File: src/rtl/boot_alias_ctl.sv
module boot_alias_ctl #(
  parameter logic [31:0] ROM_BASE    = 32'h0100_0000,
  parameter logic [31:0] ROM_BYTES   = 32'h0000_2000,
  parameter logic [31:0] FLASH_BYTES = 32'h0004_0000,
  parameter logic [31:0] WIN_BYTES   = ROM_BYTES,
  parameter logic [11:0] CTL_OFS     = 12'h0F0
) (
  input  logic        clk,
  input  logic        rst_n,
  input  logic        rom_present,
  input  logic        reg_en,
  input  logic        reg_we,
  input  logic [11:0] reg_addr,
  input  logic [31:0] reg_wdata,
  output logic [31:0] reg_rdata,
  input  logic        cpu_req,
  input  logic [31:0] cpu_addr,
  output logic        boot_busy,
  output logic        rom_en,
  output logic [31:0] rom_addr,
  output logic        flash_en,
  output logic [31:0] flash_addr,
  input  logic [31:0] flash_rdata
);
  localparam logic [31:0] ONES = '1;
  localparam logic [31:0] ROM_END = ROM_BASE + ROM_BYTES;

  typedef enum logic [1:0] {ST_RD0, ST_RD1, ST_EVAL, ST_DONE} chk_t;

  chk_t st;
  logic alias_q;
  logic word0_ok;

  assign boot_busy = (st != ST_DONE);

  wire reg_hit = reg_en && (reg_addr == CTL_OFS);
  wire wr_clr  = reg_hit && reg_we && reg_wdata[0] && !boot_busy;
  wire chk_rd  = (st == ST_RD0 && rom_present) || (st == ST_RD1);

  always_ff @(posedge clk) begin
    if (!rst_n) begin
      st       <= ST_RD0;
      alias_q  <= 1'b0;
      word0_ok <= 1'b0;
    end else begin
      case (st)
        ST_RD0:  st <= rom_present ? ST_RD1 : ST_DONE;
        ST_RD1: begin
          word0_ok <= (flash_rdata == ONES);
          st       <= ST_EVAL;
        end
        ST_EVAL: begin
          alias_q <= word0_ok && (flash_rdata == ONES);
          st      <= ST_DONE;
        end
        default: if (wr_clr) alias_q <= 1'b0;
      endcase
    end
  end

  always_ff @(posedge clk) begin
    if (!rst_n) reg_rdata <= '0;
    else        reg_rdata <= (reg_hit && !reg_we) ? {31'b0, alias_q} : 32'b0;
  end

  wire in_win    = cpu_addr < WIN_BYTES;
  wire rom_rng   = (cpu_addr >= ROM_BASE) && (cpu_addr < ROM_END);
  wire flash_rng = cpu_addr < FLASH_BYTES;
  wire to_rom    = in_win ? alias_q  : rom_rng;
  wire to_flash  = in_win ? !alias_q : flash_rng;

  assign rom_en     = !boot_busy && cpu_req && to_rom;
  assign rom_addr   = in_win ? cpu_addr : cpu_addr - ROM_BASE;
  assign flash_en   = boot_busy ? chk_rd : (cpu_req && to_flash);
  assign flash_addr = boot_busy ? {29'b0, (st == ST_RD1), 2'b00} : cpu_addr;
endmodule

File: config.mk
export PLATFORM = sky130hd
export DESIGN_NAME = boot_alias_ctl
export DESIGN_NICKNAME = d
export VERILOG_FILES = /design/src/rtl/boot_alias_ctl.sv
export SDC_FILE = /design/constraint.sdc
export NUM_CORES = 1
export LEC_CHECK = 0
export ABC_CLOCK_PERIOD_IN_PS = 1690
export BUFFER_PORTS_ARGS = -buffer_cell sky130_fd_sc_hd__clkbuf_2
export CAP_MARGIN = 20
export CORE_AREA = 2 2 82 84
export CTS_BUF_LIST = sky130_fd_sc_hd__clkbuf_2
export DETAILED_ROUTE_END_ITERATION = 16
export DIE_AREA = 0 0 84 86
export GPL_TIMING_DRIVEN = 0
export SLEW_MARGIN = 20
export SYNTH_ARGS = -nofsm -noshare
export SYNTH_HDL_FRONTEND = slang
export SYNTH_SLANG_ARGS = --single-unit
File: constraint.sdc
create_clock -name clk -period 1.69 [get_ports clk]
set_input_delay 0.169 -clock clk [delete_from_list [all_inputs] [get_ports clk]]
set_output_delay 0.169 -clock clk [all_outputs]
set_load 0.01 [all_outputs]
# After elaboration in Yosys (flattened, before gate mapping)
# Index checks and enable logic that the tools add are counted.
# Widths: inputs -> output; s select.
dict set report classes {
  mux 9
  add_sub_neg 1
  magnitude_cmp 4
  reduce_logical 21
  bitwise_logic 1
  n_eq_ne 5
}
# op n
set ops {}
lappend ops {{$mux 32} 2}
lappend ops {{$eq 32x32->1 const B} 1}
lappend ops {{$ge 32x25->1 const B} 1}
lappend ops {{$lt 32x14->1 const B} 1}
lappend ops {{$lt 32x19->1 const B} 1}
lappend ops {{$lt 32x25->1 const B} 1}
lappend ops {{$sub 32x25->32 const B} 1}
lappend ops {{$eq 12x8->1 const B} 1}
lappend ops {{$logic_and 1x1->1} 11}
lappend ops {{$pmux 2 s3} 1}
lappend ops {{$mux 1} 4}
lappend ops {{$reduce_and 2->1} 2}
lappend ops {{$logic_not 1->1} 3}
lappend ops {{$reduce_bool 3->1} 1}
lappend ops {{$eq 2x1->1 const B} 1}
lappend ops {{$eq 2x2->1 const B} 1}
lappend ops {{$logic_not 2->1} 1}
lappend ops {{$mux 2} 1}
lappend ops {{$ne 2x2->1 const B} 1}
lappend ops {{$pmux 1 s2} 1}
lappend ops {{$reduce_bool 2->1} 1}
lappend ops {{$reduce_or 2->1} 1}
lappend ops {{$logic_or 1x1->1} 1}
lappend ops {{$not 1->1} 1}
dict set report totals {
  reg_bits 36
  out_inout_bits 99
  wordCells 46
  input_bits 114
}

# Depth between registers and ports, before layout
dict set report depth {
  ltp_word 7
  mapped_depth 6
  mapped_depth_nobuf 6
}

# Worst setup path before layout
# Ideal clock, no wire load.
dict set report synth_timing {
  path_type {in2out}
  start {input cpu_addr[24]}
  end {output rom_addr[30]}
  stages 5
  n_path_buf 0
  arrival_time_ps 1286
  path_slack_ps 235
  required_time_ps 1521
  path_cell_list {inv_1 ha_1 nand2_1 or4_1 o21ai_1}
}
dict set report synth_between {
  elab_chain_cells 2
  word_cells_on_any_way 3
  classes_between {add/sub: 1; order compare: 1; mux: 1}
}
# element line
set synth_rtl {}
lappend synth_rtl {{start, declared} 17} ;# input logic [31:0] cpu_addr,
lappend synth_rtl {{$sub 32x25->32 / $lt 32x14->1 (equally long branches)} {73, 66}}
lappend synth_rtl {{$mux 32 (*)} 73} ;# assign rom_addr = in_win ? cpu_addr : cpu_addr - ROM_BASE;
lappend synth_rtl {{end, declared} 20} ;# output logic [31:0] rom_addr,
# Every way passes the cells marked *; elsewhere a longest branch is shown, timed or not.

# Worst setup path after layout
dict set report layout_timing {
  start {input cpu_addr[30]}
  end {output flash_en}
}
dict set report layout_between {
  elab_chain_cells 4
  word_cells_on_any_way 5
  classes_between {order compare: 2; mux: 2; reduce/logical: 1}
}
# element line
set layout_rtl {}
lappend layout_rtl {{$lt 32x19->1 / $lt 32x14->1 (equally long branches)} {68, 66}}
lappend layout_rtl {{$mux 1 (*)} 70} ;# wire to_flash = in_win ? !alias_q : flash_rng;
lappend layout_rtl {{$logic_and 1x1->1 (*)} 74} ;# assign flash_en = boot_busy ? chk_rd : (cpu_req && to_flash);
lappend layout_rtl {{$mux 1 (*)} 74}
lappend layout_rtl {{end, declared} 21} ;# output logic flash_en,
# Marked as above.

==> metrics.cfg <==
[outcome]
outcome = finished with violations
violations = setup timing

[global_routing]
grtUsageMet2 = 0.216
grt_pass1_wl_um = 7110
grt_most_used_layer = met2
use_met3 = 0.0375
grt_pass1_vias = 1650
antenna_found_initial = 0
grt-ovfl-total = 0
met1_usage = 0.132
grt_max_degree = 11
grt_use_total = 0.116

[cts]
clk_pin_slew_ns = 0.06
cts.sinks = 5
insertion_delay_ns = 0.22
cts_max_level = 1
cts_made_buffers = 3
cts_buffer_depth = 2
cts-root-buf = clkbuf_2
cts_tree = yes

[sta]
maxSlewViolCount = 0
finalSetupTns_ns = -0.0183
clock_skew_ns = 0.00345
rsz0062_at_grt = true
fin_crit_ns = 1.70
setup_viol = 2
fin_ws_ns = -0.0128
fmax_mhz = 587
hold_viol_final = 0
hold-worst-slack_ns = 0.130
finalCritPeriodShare = 1.01

[floorplanning]
num_rows = 29
num_io_pins = 213
initial_core_util = 0.219
die_x_um = 84
die_h_um = 86
core_sq_um = 6280
die_area_sq_um = 7220

[route]
first_pass_iters = 4
drt-vias-per-instance = 4.01
drtAntennaViolNets = 0
wl_um = 4510
drc = 0
vias = 1810
drt_iter0_markers = 21
wl_per_cell_um = 10.0

[hold_path]
hp-class = in2reg

[logic_synthesis]
yosysMostFrequentCell = buf_4
avgSynthCellArea_sq_um = 7.29
synth-edff-count = 0
ys.warnings.count = 0
synth_flop_cell = dfxtp_1
synthTopCellsByArea = buf_4, and2_1, ha_1
netlist.area_leader.share = 0.300
synth_top_area_cell = buf_4
synth_top_cells_by_count = buf_4, and2_1, ha_1, nand4_1, nor2_1
async_reset_ff_frac = 0
ys_ff_latch = 5
yosysUniqueCellTypes = 45
seq_area_frac_synth = 0.0727
syn-cell-area_sq_um = 1380
synthCells = 189

[worst_setup_path]
arrival_ns = 1.53
cp-end-kind = primary output
crit_type = in2out
critPathRequiredTime_ns = 1.52
crit_path_max_fanout = 4
cp-start-kind = primary input

[placement]
place_area_sq_um = 2340
dp_hpwl_um = 4060
gp_congestion = 0.777
io_buffers = 150
place_ws_ns = -0.0937

[power]
vdd_drop_max_uv = 283
power.leakage_uw = 0.00144
power_density_nw_per_um2 = 344

[cells_and_area]
fin_area_sq_um = 2430
final_util = 0.388
layout-drive-gt1-share = 0.620
nets = 498
area_growth_pct = 76.7
fill_cells = 670
diodes = 0

[job]
drv_cap = 0

==> cells in the final DEF, fill, tap and decap left out, types with 2 or more instances in the layout <==
master    instances
a21oi_1           4
and2_1           28
buf_2             3
buf_4            57
buf_8             2
clkbuf_2        150
conb_1           31
dfxtp_1           3
ha_1              7
ha_4              2
inv_1             4
inv_2             3
nand2_1           8
nand2b_1          4
nand3_1           2
nand4_1           9
nand4b_1          2
nor2_1            9
nor3_1            2
nor4_1            3
nor4_2            3
o211ai_1          2
o21ai_0           3
o21ai_1           5
o31ai_1           2
==> final timing paths <==
kind | startpoint | to | slack, ns | cells past startpoint
max reg2reg | st[1] | alias_q | 0.30 | 6
min | reg_we | reg_rdata[0] | 0.13 | 2
max | cpu_addr[30] | flash_en | -0.01 | 6
min reg2reg | word0_ok | word0_ok | 0.48 | 2
==> cell type report <==
cell class                 count  area (sq um)  share of cell area
inverter                       7          26.3              0.0108
sequential                     5           105              0.0432
clock buffer                   4          20.0             0.00822
multi-input combinational    149           976               0.401
buffer                        58           430               0.177
timing repair buffer         151           781               0.321
tap                           77          96.3              0.0396
==> power by group <==
part           internal, uW  switching, uW  total (uW)
clock network          62.7           52.5         115
registers               127           12.9         140
logic                   303            280         583
==> timing repair <==
action                                  CTS  global route
setup buffers                             0             1
endpoints found under the setup margin   39             8
resized for setup                        10            20
hold buffers                              0             0
pin swaps                                 0             7
cloned                                    0             0
==> per-stage QoR <==
step | total power (uW) | cells
after detailed placement | 702 | 446
final | 838 | 451
after global routing | 920 | 451
after global placement | 694 | 446
after CTS | 834 | 450
after floorplan | 455 | 219
==> flip-flops by register name, indices dropped and copies added, names as in the netlist <==
signal	cells
alias_q	1
st	2
reg_rdata	1
word0_ok	1
==> metal layers <==
layer | wire (um) | vias to the layer above
met3 | 493 | 6
met1 | 1640 | 761
met4 | 38 | 0
li1 | - | 936
met2 | 2350 | 107
met5 | 0 | -
==> cells by family after synthesis <==
kind of cell / after synthesis / share of synthesized area
AND/OR/NAND/NOR: 82 / 0.374
flip-flops: 5 / 0.0727
multiplexers: 2 / 0.0154
buffers and inverters: 65 / 0.327
AO/OA/AOI/OAI: 24 / 0.120
other: 1 / 0.00272
XOR/XNOR: 1 / 0.00636
adder cells (fa/ha/maj): 9 / 0.0817
==> critical path, stage by stage <==
cell	delay [ns]
buf_8	0.10
or3_4	0.39
nor4_4	0.35
and3_4	0.25
a41o_1	0.16
buf_4	0.13
Power figures use the tool's default switching activity.
